$ cat src/rtl/gs_pkg.sv
package gs_pkg;
    localparam int PWM_W   = 5;
    localparam int NUM_LVL = 4;
    localparam int CFG_W   = 15;
    localparam logic [2:0] CFG_ID_LEVEL = 3'b100;

    typedef enum logic [1:0] {
        S_IDLE  = 2'd0,
        S_COUNT = 2'd1,
        S_SAT   = 2'd2
    } sect_state_t;
endpackage

$ cat src/rtl/gs_level_bank.sv
module gs_level_bank
    import gs_pkg::*;
#(
    parameter int NLVL = NUM_LVL,
    parameter int WW   = PWM_W,
    parameter int CW   = CFG_W
) (
    input  logic               clk,
    input  logic               rst_n,
    input  logic               cfg_valid,
    input  logic [CW-1:0]      cfg_word,
    input  logic               load,
    output logic [NLVL*WW-1:0] lvl_act
);
    logic [2:0]    cfg_id;
    logic [2:0]    cfg_sel;
    logic [WW-1:0] cfg_val;
    logic          cfg_hit;

    assign cfg_id  = cfg_word[CW-1 -: 3];
    assign cfg_sel = cfg_word[CW-4 -: 3];
    assign cfg_val = cfg_word[CW-7 -: WW];
    assign cfg_hit = cfg_valid && (cfg_id == CFG_ID_LEVEL) &&
                     (cfg_sel != 3'd0) && (cfg_sel <= 3'(NLVL));

    for (genvar k = 0; k < NLVL; k++) begin : g_lvl
        logic [WW-1:0] pend_q;
        logic [WW-1:0] act_q;

        // host-side copy, written at any time
        always_ff @(posedge clk) begin
            if (!rst_n) begin
                pend_q <= '0;
            end else if (cfg_hit && (cfg_sel == 3'(k + 1))) begin
                pend_q <= cfg_val;
            end
        end

        // copy seen by the comparators, moves only at a period start
        always_ff @(posedge clk) begin
            if (!rst_n) begin
                act_q <= '0;
            end else if (load) begin
                act_q <= pend_q;
            end
        end

        assign lvl_act[k*WW +: WW] = act_q;
    end
endmodule

$ cat src/rtl/gs_section_ctr.sv
module gs_section_ctr
    import gs_pkg::*;
#(
    parameter int LONG_SECT  = 24,
    parameter int SHORT_SECT = 13,
    parameter int IDX_W      = $clog2(LONG_SECT)
) (
    input  logic             clk,
    input  logic             rst_n,
    input  logic             start,
    input  logic             tick,
    input  logic             mode_short_in,
    output logic [IDX_W-1:0] idx,
    output logic [IDX_W-1:0] last_idx,
    output logic             short_act,
    output logic             running
);
    localparam logic [IDX_W-1:0] LAST_LONG  = IDX_W'(LONG_SECT - 1);
    localparam logic [IDX_W-1:0] LAST_SHORT = IDX_W'(SHORT_SECT - 1);
    localparam logic [IDX_W-1:0] PRE_LONG   = IDX_W'(LONG_SECT - 2);
    localparam logic [IDX_W-1:0] PRE_SHORT  = IDX_W'(SHORT_SECT - 2);

    sect_state_t      state_q, state_d;
    logic [IDX_W-1:0] cnt_q;
    logic             short_q;
    logic [IDX_W-1:0] pre_last;

    assign last_idx = short_q ? LAST_SHORT : LAST_LONG;
    assign pre_last = short_q ? PRE_SHORT  : PRE_LONG;

    // state register
    always_ff @(posedge clk) begin
        if (!rst_n) begin
            state_q <= S_IDLE;
        end else begin
            state_q <= state_d;
        end
    end

    // transitions
    always_comb begin
        state_d = state_q;
        unique case (state_q)
            S_IDLE: begin
                if (start) state_d = S_COUNT;
            end
            S_COUNT: begin
                if (start) begin
                    state_d = S_COUNT;
                end else if (tick && (cnt_q == pre_last)) begin
                    state_d = S_SAT;
                end
            end
            S_SAT: begin
                if (start) state_d = S_COUNT;
            end
            default: state_d = S_IDLE;
        endcase
    end

    // section index and captured mode
    always_ff @(posedge clk) begin
        if (!rst_n) begin
            cnt_q   <= '0;
            short_q <= 1'b0;
        end else if (start) begin
            cnt_q   <= '0;
            short_q <= mode_short_in;
        end else if (tick && (state_q == S_COUNT)) begin
            cnt_q <= cnt_q + 1'b1;
        end
    end

    assign idx       = cnt_q;
    assign short_act = short_q;
    assign running   = (state_q != S_IDLE);
endmodule

$ cat src/rtl/gs_pixel_map.sv
module gs_pixel_map
    import gs_pkg::*;
#(
    parameter int NUM_WORDS  = 8,
    parameter int LONG_SECT  = 24,
    parameter int SHORT_SECT = 13,
    parameter int IDX_W      = $clog2(LONG_SECT),
    parameter int NLVL       = NUM_LVL,
    parameter int WW         = PWM_W
) (
    input  logic [4*NUM_WORDS-1:0] pix,
    input  logic [NLVL*WW-1:0]     lvl_act,
    input  logic [IDX_W-1:0]       idx,
    input  logic                   short_act,
    input  logic                   running,
    output logic [2*NUM_WORDS-1:0] seg_on
);
    localparam int NSEG = 2 * NUM_WORDS;
    localparam logic [WW-1:0] LIM_LONG  = WW'(LONG_SECT - 1);
    localparam logic [WW-1:0] LIM_SHORT = WW'(SHORT_SECT - 1);

    logic [WW-1:0]      lim;
    logic [NLVL*WW-1:0] eff_flat;

    assign lim = short_act ? LIM_SHORT : LIM_LONG;

    for (genvar k = 0; k < NLVL; k++) begin : g_clamp
        logic [WW-1:0] raw;
        assign raw = lvl_act[k*WW +: WW];
        assign eff_flat[k*WW +: WW] = (raw > lim) ? lim : raw;
    end

    for (genvar s = 0; s < NSEG; s++) begin : g_seg
        localparam int BASE = 4 * (s / 2) + (((s % 2) == 0) ? 2 : 0);
        logic [1:0] code;
        logic [1:0] lvl;
        assign code = pix[BASE +: 2];
        // code 11 -> level index 0 ... code 00 -> level index 3
        assign lvl  = ~code;
        assign seg_on[s] = running && (idx < eff_flat[lvl*WW +: WW]);
    end
endmodule

$ cat src/rtl/gs_pwm_seg.sv
module gs_pwm_seg
    import gs_pkg::*;
#(
    parameter int NUM_WORDS  = 8,
    parameter int LONG_SECT  = 24,
    parameter int SHORT_SECT = 13
) (
    input  logic                   clk,
    input  logic                   rst_n,
    input  logic                   period_start,
    input  logic                   sect_tick,
    input  logic                   mode_short,
    input  logic                   cfg_valid,
    input  logic [CFG_W-1:0]       cfg_word,
    input  logic [4*NUM_WORDS-1:0] pix_data,
    output logic [2*NUM_WORDS-1:0] seg_on
);
    localparam int NSEG     = 2 * NUM_WORDS;
    localparam int PIX_W    = 4 * NUM_WORDS;
    localparam int IDX_W    = $clog2(LONG_SECT);
    localparam int LVL_BITS = NUM_LVL * PWM_W;

    logic [PIX_W-1:0]    pix_act;
    logic [LVL_BITS-1:0] lvl_act;
    logic [IDX_W-1:0]    sect_idx;
    logic [IDX_W-1:0]    last_idx;
    logic                short_act;
    logic                running;

    always_ff @(posedge clk) begin
        if (!rst_n) begin
            pix_act <= '0;
        end else if (period_start) begin
            pix_act <= pix_data;
        end
    end

    gs_level_bank #(
        .NLVL (NUM_LVL),
        .WW   (PWM_W),
        .CW   (CFG_W)
    ) u_bank (
        .clk       (clk),
        .rst_n     (rst_n),
        .cfg_valid (cfg_valid),
        .cfg_word  (cfg_word),
        .load      (period_start),
        .lvl_act   (lvl_act)
    );

    gs_section_ctr #(
        .LONG_SECT  (LONG_SECT),
        .SHORT_SECT (SHORT_SECT),
        .IDX_W      (IDX_W)
    ) u_ctr (
        .clk           (clk),
        .rst_n         (rst_n),
        .start         (period_start),
        .tick          (sect_tick),
        .mode_short_in (mode_short),
        .idx           (sect_idx),
        .last_idx      (last_idx),
        .short_act     (short_act),
        .running       (running)
    );

    gs_pixel_map #(
        .NUM_WORDS  (NUM_WORDS),
        .LONG_SECT  (LONG_SECT),
        .SHORT_SECT (SHORT_SECT),
        .IDX_W      (IDX_W),
        .NLVL       (NUM_LVL),
        .WW         (PWM_W)
    ) u_map (
        .pix       (pix_act),
        .lvl_act   (lvl_act),
        .idx       (sect_idx),
        .short_act (short_act),
        .running   (running),
        .seg_on    (seg_on)
    );
endmodule

$ cat config.mk
export PLATFORM = sky130hd
export DESIGN_NAME = gs_pwm_seg
export DESIGN_NICKNAME = d
export VERILOG_FILES = /design/src/rtl/gs_pkg.sv /design/src/rtl/gs_level_bank.sv /design/src/rtl/gs_section_ctr.sv /design/src/rtl/gs_pixel_map.sv /design/src/rtl/gs_pwm_seg.sv
export SDC_FILE = /design/constraint.sdc
export NUM_CORES = 1
export LEC_CHECK = 0
export ABC_AREA = 1
export BUFFER_PORTS_ARGS = -buffer_cell sky130_fd_sc_hd__buf_4
export CORE_ASPECT_RATIO = 1.2
export CORE_MARGIN = 5
export CORE_UTILIZATION = 50
export CTS_BUF_LIST = sky130_fd_sc_hd__clkbuf_4
export DETAILED_ROUTE_END_ITERATION = 12
export GPL_TIMING_DRIVEN = 0
export PLACE_DENSITY = 0.66
export SYNTH_ARGS = -nofsm -noshare
export SYNTH_HDL_FRONTEND = slang
export SYNTH_HIERARCHICAL = 1
export SYNTH_SLANG_ARGS = --single-unit
export TNS_END_PERCENT = 20
$ cat constraint.sdc
create_clock -name clk -period 7.6 [get_ports clk]
set_clock_uncertainty 0.05 [all_clocks]
set_input_delay 1.52 -clock clk [delete_from_list [all_inputs] [get_ports clk]]
set_output_delay 1.52 -clock clk [all_outputs]
set_load 0.01 [all_outputs]
Word-level counts from Yosys, hierarchy flattened
Index checks and enable logic that the tools add are counted.
Storage, ports and cells
  bits in registers: 80
  input port bits: 53
  output and inout port bits: 16
  word-level logic and storage cells: 134
Operators by class
  add/subtract/negate cells: 1
  $mul: 16
  $lt $le $gt $ge: 21
  eq/ne operators: 10
  shift-type cells: 16
  multiplexer cells: 10
  bitwise operators: 17
  reductions and logical operators: 31
Operator list (count)
  20-bit by 6-bit variable part select with 5-bit output: 16
  5-bit less-than comparator: 16
  2-bit by 3-bit multiplier with 5-bit output (second input constant): 16
  2-bit NOT: 16
  5-bit 2-to-1 mux: 6
  1-bit logical AND: 25
  5-bit greater-than comparator: 4
  3-bit by 2-bit equality test with 1-bit output (second input constant): 2
  3-bit equality test (second input constant): 2
  2-bit 2-to-1 mux: 3
  5-bit by 1-bit adder with 5-bit output (second input constant): 1
  5-bit equality test: 1
  2-bit one-hot mux with 2 select lines: 1
  2-bit OR reduction: 2
  3-bit by 1-bit equality test with 1-bit output (second input constant): 1
  3-bit <= comparator (second input constant): 1
  3-bit by 2-bit != test with 1-bit output (second input constant): 1
  3-bit nonzero test: 1
  2-bit by 1-bit equality test with 1-bit output (second input constant): 1
  2-bit equality test (second input constant): 1
  2-bit zero test: 1
  2-bit by 1-bit != test with 1-bit output (second input constant): 1
  2-bit AND reduction: 1
  2-bit nonzero test: 1
  1-bit NOT: 1

Logic depth before layout (Yosys ltp)
Gate-level depths: netlist of run 1.
  depth after elaboration: 6
  gate-level depth with buffers: 22
  gate-level depth less buffers: 19

Cells and area by module
Netlist of run 1, hierarchy kept.
Modules (own cells, without submodules)
  gs_pixel_map: times used 1, cells an instance 851, area an instance 4833.4 um2, seq. area each 0.0 um2
  gs_level_bank: times used 1, cells an instance 220, area an instance 1560.2 um2, seq. area each 800.8 um2
  gs_pwm_seg: times used 1, cells an instance 202, area an instance 1335.0 um2, seq. area each 640.6 um2
  gs_section_ctr: times used 1, cells an instance 61, area an instance 436.7 um2, seq. area each 160.2 um2

Worst setup path before layout of run 1
No wires, ideal clock.
  kind: register to output
  start point: register u_ctr.short_q, in the netlist u_ctr/short_act
  end point: output seg_on[11]
  arrival: 3.073 ns
  required time: 6.030 ns
  path slack: 2.957 ns
  cell stages (with the launch flop): 17
  buffers on the path: 2
  cell sequence: dfxtp_1 > buf_4 > inv_1 > ha_1 > nand2_1 > nor2_1 > nor2_1 > nand2_2 > nand2_1 > clkbuf_1 > nand3_1 > o211ai_1 > o21ai_1 > ha_1 > a211oi_1 > nand3_1 > a21oi_1
Between the ends
  longest elaborated chain between the ends: 6
  elaborated cells on any way between the ends: 12
  classes of those cells: order compare (5); shift (1); mux (5); reduce/logical (1)
RTL lines
  start, declared: RTL line gs_section_ctr.sv:25  | logic short_q;
  start signal, assigned: RTL line gs_section_ctr.sv:68  | short_q <= mode_short_in;
  5-bit 2-to-1 mux *: RTL line gs_pixel_map.sv:25  | assign lim = short_act ? LIM_SHORT : LIM_LONG;
  5-bit greater-than comparator: RTL line gs_pixel_map.sv:30  | assign eff_flat[k*WW +: WW] = (raw > lim) ? lim : raw;
  5-bit 2-to-1 mux: RTL line gs_pixel_map.sv:30
  20-bit by 6-bit variable part select with 5-bit output *: RTL line gs_pixel_map.sv:40  | assign seg_on[s] = running && (idx < eff_flat[lvl*WW +: WW]);
  5-bit less-than comparator *: RTL line gs_pixel_map.sv:40
  1-bit logical AND *: RTL line gs_pixel_map.sv:40
  end, declared: RTL line gs_pwm_seg.sv:16  | output logic [2*NUM_WORDS-1:0] seg_on
Every way passes the cells marked *; elsewhere a longest branch is shown, timed or not.

Final worst setup path of run 1
Ends and elaborated chain as after synthesis.

==> results of run 1 <==
-- stage by stage --
step | setup slack (ns) | total power (W) | cells
2_1_floorplan | 2.98 | 0.000791 | 1329
3_3_place_gp | 1.93 | 0.000933 | 1605
3_5_place_dp | 1.89 | 0.000941 | 1605
4_1_cts | 1.31 | 0.00122 | 1621
5_1_grt | 0.988 | 0.00130 | 1623
6_report | 1.28 | 0.00122 | 1623
-- sequential cells by signal (all words and copies together) (netlist names) --
signal / cells
u_ctr/short_act: 1
u_bank/g_lvl.act_q: 20
pix_act: 32
u_ctr/idx: 5
u_bank/g_lvl.pend_q: 20
u_ctr/state_q: 2
-- power breakdown --
| group | switching (W) | internal (W) | total (W) |
|---|---|---|---|
| logic | 0.000302 | 0.000175 | 0.000478 |
| registers | 0.0000264 | 0.000438 | 0.000465 |
| clock network | 0.000174 | 0.000104 | 0.000277 |
| total | 0.000502 | 0.000717 | 0.00122 |
-- worst max-delay path, stage by stage, from the launching register on --
cell and delay, ns:
dfxtp_1 0.67, buf_4 0.31, inv_1 0.23, ha_1 0.34, nand2_1 0.11, nor2_1 0.06, nor2_1 0.11, nand2_2 0.13
nand2_1 0.36, clkbuf_1 0.56, nand3_1 0.15, o211ai_1 0.11, o21ai_1 0.11, ha_1 0.29, a211oi_1 0.27, nand3_1 0.10
a21oi_1 0.19, buf_4 0.16
-- area by class of cell --
class	count	area, µm²
fill	1731	7050
multi-input combinational	1056	5640
sequential	80	1600
timing repair buffer	64	480
inverter	125	469
buffer	68	422
tap	212	265
clock inverter	7	77.6
clock buffer	9	67.6
antenna	2	5.00
-- cell usage in the layout (no fill, tap or decap), drive strengths merged --
master and instances:
bufinv 1, nor3b 1, o211ai 22, and2 1, o21bai 3, a21oi 84, a32o 16, nand2 283
dfxtp 80, nand3 186, a21boi 2, buf 107, or2 2, clkinv 4, a22oi 3, nor3 2
clkinvlp 2, o21ai 103, diode 2, inv 125, ha 81, o22ai 12, xor2 1, a211oi 10
nor2 244, clkbuf 34
-- metal layers --
metal / share of wire [%] / vias to the layer above / track usage, % / wire (µm)
li1: - / 4580 / - / -
met1: 39 / 4039 / 32.4 / 10600
met5: 0 / - / 0 / 0
met3: 7.3 / 92 / 5.14 / 1970
met2: 48 / 390 / 49.0 / 13100
met4: 5.5 / 0 / 15.2 / 1510
-- path summary, 6_finish.rpt --
path | start | to | slack (ns) | cells past startpoint
max | u_ctr/short_act$_SDFFE_PN0P_ | seg_on[11] | 1.28 | 17
min | pix_act[17]$_SDFFE_PN0P_ | pix_act[17]$_SDFFE_PN0P_ | 0.43 | 2
max reg2reg | u_ctr/idx[1]$_SDFFE_PP0P_ | u_ctr/idx[4]$_SDFFE_PP0P_ | 5.60 | 5
min reg2reg | pix_act[17]$_SDFFE_PN0P_ | pix_act[17]$_SDFFE_PN0P_ | 0.43 | 2
==> summary.txt, run 1 <==
Max capacitance violation total - 0
Pwr/cell area - 135 nW/µm²
Die footprint - 18,900 µm²
Status - finished, final reports clean
Maximum vdd drop - 0.112 mV
Slew margin rel. - 23.4%
DRC Markers - 0
Post-CTS Repair Setup Buffers - 0
Hold_ws - 0.433 ns
Crit Path Max Fanout - 12
Pleak - 4.25 nW
Final HPWL DP - 19,700 µm
Worst EP required - 6.03 ns
GPL Wtd Cong - 0.948
FP Rows - 51
Clock sinks - 80
Max Fclk - 158 MHz
Post-CTS sizing - 0
Starting density of the core - 50.6%
CTS H-tree lvls - 3
CTS Hold Bufs - 0
Worst slew pin tran - 1.15 ns
First DRT Iteration DRCs - 1,045
Latest clock arrival within the worst-skew pair - 0.47 ns
Synthesized area - 8130 µm²
Die Wd - 126 µm
First-pass GRT wire length - 42,300 µm
Vias/cell - 5.61
Drt wl/cell - 16.8 µm
Fin. Hold Viols - 0
Setup TNS - 0 ns
Setup violators final - 0
Post-layout util - 56.1%
Mean Syn Cell Area - 6.12 µm²
CTS tree - done
Final min period - 6.32 ns
Data arrival, critical path - 4.75 ns
Total gr overflow - 0
Final Cycle Share - 83.1%
Initial antenna violation count - 1
Share of layout cells above drive strength 1 - 11.9%
Worst-path clk slew - 0.15 ns
Inserted Clock Buffers - 9
Nature of the critical path endpoint - output pin
Syn_nets - 1,463
Nets - 1,538
Vias in the first global route - 8,113
Hold/Removal Path Class - reg -> reg
CP Launch Type - flip-flop
Pin count of the biggest net entering global routing - 21
Placed cell areas - 8880 µm²
Post-route cell area - 9030 µm²
Yosys warnings - 6
Layout area overhead - 11.0%
Final WL - 27,200 µm
DIE HEIGHT - 150 µm
Critical path class - reg -> out
Root Driver - clkbuf_4
Slew Limit Fails - 0
Total GRT Usage - 28.1%
1st-pass router iterations - 6
Clock buffer depth - 2
Vias - 9,101
ANT nets after route - 0
Unrepaired setup endpoints after global routing - false
IO Pins - 69
Core area - 16,100 µm²
IO Port Bufs - 64
Synth Instances - 1,329
Note: power is estimated with default switching activity, not from simulation.
==> inputs of run 2 (changes only) <==
==> constraint.sdc (replaced) <==
create_clock -name clk -period 6 [get_ports clk]
set_clock_uncertainty 0.05 [all_clocks]
set_input_delay 1.2 -clock clk [delete_from_list [all_inputs] [get_ports clk]]
set_output_delay 1.2 -clock clk [all_outputs]
set_load 0.01 [all_outputs]
==> run 2 against run 1 <==
  * Core utilization grew 0.062 points
  * Combinational power grew 27%
  * Count of clock-buffer cells in the layout is the same
  * Register-to-register slack lost 1.6 ns
  * Largest power group unchanged
  * Cell count is the same
  * Design area grew 0.11%
  * Sequential cell count is the same
  * Worst hold slack gained 0.0019 ns
  * Die area is the same
  * Non-clock buffer count is the same
  * Critical endpoint unchanged
==> summary.txt, run 2 (synthesis gave the netlist of run 1 again) <==
FP Rows - 51
Final min period - 5.63 ns
Fillcell total - 1,732
Slowest stage delay, CP - 0.52 ns
Vias in the first global route - 8,113
Status - finished, final reports clean
Max capacitance violation total - 0
Dpl cells - 1,605
Worst EP required - 4.75 ns
Starting density of the core - 50.6%
Final Cycle Share - 93.8%
Max Fclk - 178 MHz
Pin count of the biggest net entering global routing - 21
Worst-path clk slew - 0.15 ns
GPL Wtd Cong - 0.948
Multi-input logic area - 5650 µm²
Clock sinks - 80
GRT busiest layer - met2
Unrepaired setup endpoints after global routing - false
Crit path max-delay cell type - dfxtp_2
Fin worst setup slack - 0.369 ns
Nets - 1,538
Final HPWL DP - 19,700 µm
CTS Hold Bufs - 0
R2R depth - 5
Flop2flop setup slack - 4.00 ns
CTS tree - done
Clock buffer depth - 2
Core area - 16,100 µm²
Worst path depth - 17
Final WL - 27,200 µm
Vias/cell - 5.63
First-pass GRT wire length - 42,300 µm
CTS H-tree lvls - 3
Pwr/cell area - 171 nW/µm²
Commonest cells after routing, fill and taps aside - nand2_1 (265), nor2_1 (235), nand3_1 (180)
1st-pass router iterations - 8
Final non-filler cell total - 1,623
First DRT Iteration DRCs - 1,025
CP cell instances - buf_4 > inv_1 > ha_1 > nand2_1 > nor2_1 > nor2_1 > nand2_2 > nand2_1 > clkbuf_2 > nand3_1 > o211ai_1 > o21ai_1 > ha_1 > a211oi_1 > nand3_1 > a21oi_1 > buf_4
Worst slew pin tran - 1.15 ns
Top reg by flops - pix_act
Root Driver - clkbuf_4
CP startpoint - u_ctr/short_act$_SDFFE_PN0P_
GR met2 Demand/Resource - 49.0%
CP Launch Type - flip-flop
Latest clock arrival within the worst-skew pair - 0.47 ns
IO Pins - 69
Die Wd - 126 µm
Slew Limit Fails - 0
Critical path class - reg -> out
Seq. cell area - 1600 µm²
Drt wl/cell - 16.7 µm
DRC Markers - 0
Max reg flops - 32
Hold/Removal Path Class - reg -> reg
Maximum vdd drop - 0.141 mV
Inserted Clock Buffers - 9
R2r endpoint - u_ctr/idx[4]$_SDFFE_PP0P_
Crit Path Max Fanout - 12
Post-CTS Repair Setup Buffers - 0
Slew margin rel. - 23.5%
Pleak - 4.25 nW
IO Port Bufs - 64
Data arrival, critical path - 4.38 ns
Share of layout cells above drive strength 1 - 12.2%
Post-Place Setup Slack - 0.613 ns
CP top delay family - buffers and inverters
Initial antenna violation count - 1
Setup violators final - 0
Largest regs - pix_act: 32 flops, u_bank/g_lvl.act_q: 20 flops, u_bank/g_lvl.pend_q: 20 flops
FF-to-FF Start - u_ctr/idx[1]$_SDFFE_PP0P_
Layout area overhead - 11.1%
Worst Setup EP - seg_on[11]
Die footprint - 18,900 µm²
Setup TNS - 0 ns
DIE HEIGHT - 150 µm
ANT nets after route - 0
Worst path bufs/invs - 4
Nature of the critical path endpoint - output pin
Total GRT Usage - 28.1%
Met3 Track Usage GR - 5.14%
Total gr overflow - 0
Worst hold stages - 2
Most common cell after layout, fill and taps aside - nand2_1
M1 GR Usage - 32.4%
Vias - 9,138
Fin. Hold Viols - 0
## run 2: report_power, final
part | leakage [nW] | internal (W) | total, W | switching [W]
Combinational | 3.52 | 0.000223 | 0.000606 | 0.000383
Sequential | 0.658 | 0.000555 | 0.000589 | 0.0000336
Clock | 0.0725 | 0.000131 | 0.000351 | 0.000220
## run 2: what timing repair did
action                                  CTS  global route
gates resized for setup                   0             5
endpoints found under the setup margin    0            14
endpoints found under the hold margin     0             0
## run 2: tightest hold or removal path, cell delays in order (launching register included)
cell,delay (ns)
dfxtp_1,0.34
nor2_1,0.08
nor2_1,0.05
## run 2: metrics by stage
| stage | total power [W] | hold WS [ns] | area [µm²] | util (%) |
|---|---|---|---|---|
| after floorplan | 0.00100 | 0.394 | 8130 | - |
| after global placement | 0.00118 | 0.413 | 8880 | 55.2 |
| after detailed placement | 0.00119 | 0.420 | 8880 | 55.2 |
| after CTS | 0.00155 | 0.436 | 9020 | 56.1 |
| final | 0.00155 | 0.435 | 9040 | 56.2 |
| after global routing | 0.00165 | 0.465 | 9040 | 56.2 |
## run 2: how the worst min path moves through the flow
stage,startpoint,endpoint,slack (ns)
CTS,pix_act[17]$_SDFFE_PN0P_,pix_act[17]$_SDFFE_PN0P_,0.44
finish,pix_act[17]$_SDFFE_PN0P_,pix_act[17]$_SDFFE_PN0P_,0.43
global route,u_bank/g_lvl[0].pend_q[3]$_SDFFE_PN0P_,u_bank/g_lvl[0].act_q[3]$_SDFFE_PN0P_,0.46
detailed placement,pix_act[17]$_SDFFE_PN0P_,pix_act[17]$_SDFFE_PN0P_,0.42
floorplan,pix_act[1]$_SDFFE_PN0P_,pix_act[1]$_SDFFE_PN0P_,0.39
global placement,pix_act[17]$_SDFFE_PN0P_,pix_act[17]$_SDFFE_PN0P_,0.41
## run 2: layout make-up
| type | count | share of cell area (%) |
|---|---|---|
| Buffer | 68 | 4.68 |
| Multi-Input combinational cell | 1056 | 62.5 |
| Inverter | 125 | 5.19 |
| Sequential cell | 80 | 17.7 |
| Antenna cell | 2 | 0.0554 |
| Timing Repair Buffer | 64 | 5.32 |
| Clock inverter | 7 | 0.858 |
| Tap cell | 212 | 2.94 |
| Clock buffer | 9 | 0.748 |
## run 2: routing by layer
layer,up-vias,share of wire (%),wire [µm]
met1,4061,39,10600
li1,4583,-,-
met5,-,0,0
met4,0,5.7,1540
met2,390,48,13000
met3,104,7.5,2040
==> inputs of run 3 (changes only) <==
--- a/config.mk
+++ b/config.mk
@@ -14,6 +14,7 @@
 export DETAILED_ROUTE_END_ITERATION = 12
 export GPL_TIMING_DRIVEN = 0
 export PLACE_DENSITY = 0.66
+export SLEW_MARGIN = 0
 export SYNTH_ARGS = -nofsm -noshare
 export SYNTH_HDL_FRONTEND = slang
 export SYNTH_HIERARCHICAL = 1
==> constraint.sdc (replaced) <==
create_clock -name clk -period 6.1 [get_ports clk]
set_clock_uncertainty 0.05 [all_clocks]
set_input_delay 1.22 -clock clk [delete_from_list [all_inputs] [get_ports clk]]
set_output_delay 1.22 -clock clk [all_outputs]
set_load 0.01 [all_outputs]
==> run 3 against run 2 <==
  * Die area unchanged
  * Sequential share of layout area barely moved
  * Clock power fell by 2%
  * Design area hardly changed
  * Sequential power down 2%
  * Non-clock buffer count stayed put
  * Register-to-register slack gained 0.09 ns
==> summary.txt, run 3 (synthesis gave the netlist of run 1 again) <==
Status - finished, final reports clean
Crit path max-delay cell type - dfxtp_1
Final min period - 5.80 ns
Core area - 16,100 µm²
Clock sinks - 80
Hold/Removal Path Class - reg -> reg
Inserted Clock Buffers - 9
Slew Limit Fails - 0
Final WL - 27,200 µm
Die Wd - 126 µm
Worst-path clk slew - 0.15 ns
Vias - 9,159
Max reg flops - 32
Slew margin rel. - 22.1%
Commonest cells after routing, fill and taps aside - nand2_1 (265), nor2_1 (235), nand3_1 (180)
Clock buffer depth - 2
CP cell instances - buf_4 > inv_1 > ha_1 > nand2_1 > nor2_1 > nor2_1 > nand2_2 > nand2_1 > clkbuf_2 > nand3_1 > o211ai_1 > o21ai_1 > ha_1 > a211oi_1 > nand3_1 > a21oi_1 > buf_4
IO Port Bufs - 64
Max Fclk - 172 MHz
Worst EP required - 4.83 ns
CTS tree - done
Largest regs - pix_act: 32 flops, u_bank/g_lvl.act_q: 20 flops, u_bank/g_lvl.pend_q: 20 flops
Hold_ws - 0.435 ns
IO Pins - 69
Flop2flop setup slack - 4.09 ns
Top reg by flops - pix_act
Layout area overhead - 11.1%
Maximum vdd drop - 0.139 mV
Max capacitance violation total - 0
Total gr overflow - 0
Fin. Hold Viols - 0
Initial antenna violation count - 1
Die footprint - 18,900 µm²
ANT nets after route - 0
1st-pass router iterations - 7
First DRT Iteration DRCs - 1,029
Pin count of the biggest net entering global routing - 21
Drt wl/cell - 16.7 µm
DRC Markers - 0
Share of layout cells above drive strength 1 - 12.1%
First-pass GRT wire length - 42,300 µm
FP Rows - 51
GPL Wtd Cong - 0.948
Post-route cell area - 9040 µm²
CP Launch Type - flip-flop
Latest clock arrival within the worst-skew pair - 0.47 ns
Critical path class - reg -> out
DIE HEIGHT - 150 µm
Setup TNS - 0 ns
Pleak - 4.25 nW
Starting density of the core - 50.6%
Root Driver - clkbuf_4
Nature of the critical path endpoint - output pin
CTS H-tree lvls - 3
Slowest stage delay, CP - 0.67 ns
Nets - 1,538
Total GRT Usage - 28.1%
Setup violators final - 0
Data arrival, critical path - 4.53 ns
Vias in the first global route - 8,113
Final Cycle Share - 95.2%
Most common cell after layout, fill and taps aside - nand2_1
Placed cell areas - 8880 µm²
Crit Path Max Fanout - 12
Vias/cell - 5.64
Final HPWL DP - 19,700 µm
Unrepaired setup endpoints after global routing - false
Worst slew pin tran - 1.17 ns
Pwr/cell area - 168 nW/µm²
==> run 3: worst max-delay path, delay by kind of cell (launching register included) <==
family	cells	cell delay, ns
adders and majority gates	2	0.63
and+or+nand+nor	7	1.01
DFF	1	0.67
buffers and inverters	4	1.08
AOI/OAI and AO/OA	4	0.66
==> run 3: where the power goes <==
part | internal, W | switching (W)
Sequential | 0.000546 | 0.0000330
Combinational | 0.000219 | 0.000376
Clock | 0.000129 | 0.000216
Total | 0.000894 | 0.000625
==> run 3: area by class of cell <==
| class | count | area [µm²] |
|---|---|---|
| clock buffers | 9 | 67.6 |
| plain buffers | 68 | 423 |
| fillers | 1732 | 7040 |
| well taps | 212 | 265 |
| clock inverters | 7 | 77.6 |
| diodes | 2 | 5.00 |
| multi-input cells | 1056 | 5650 |
| flip-flops and latches | 80 | 1600 |
| inverters | 125 | 469 |
| repair buffers | 64 | 480 |
==> run 3: metrics by stage <==
step | util [%] | std cells | worst slack [ns] | total power (W)
after floorplan | - | 1329 | 1.78 | 0.000986
after global placement | 55.2 | 1605 | 0.728 | 0.00116
after detailed placement | 55.2 | 1605 | 0.693 | 0.00117
after CTS | 56.1 | 1621 | 0.114 | 0.00152
after global routing | 56.2 | 1623 | 0.00407 | 0.00162
final | 56.2 | 1623 | 0.295 | 0.00152
==> run 3: repair_timing <==
item,CTS,global route
resized for setup,0,4
setup buffers,0,0
hold buffers,0,0
endpoints found under the setup margin,0,11
==> run 3: final timing paths <==
check / startpoint / endpoint / cells past startpoint
hold reg to reg: pix_act[17]$_SDFFE_PN0P_ / pix_act[17]$_SDFFE_PN0P_ / 2
setup / recovery: u_ctr/short_act$_SDFFE_PN0P_ / seg_on[11] / 17
hold / removal: pix_act[17]$_SDFFE_PN0P_ / pix_act[17]$_SDFFE_PN0P_ / 2
setup reg to reg: u_ctr/idx[1]$_SDFFE_PP0P_ / u_ctr/idx[4]$_SDFFE_PP0P_ / 5
==> run 3: metal layers <==
layer  global-route usage (%)  part of all wire (%)
met2                     49.0                    48
met5                        0                     0
met4                     15.2                   5.8
met3                     5.14                   7.3
met1                     32.4                    39
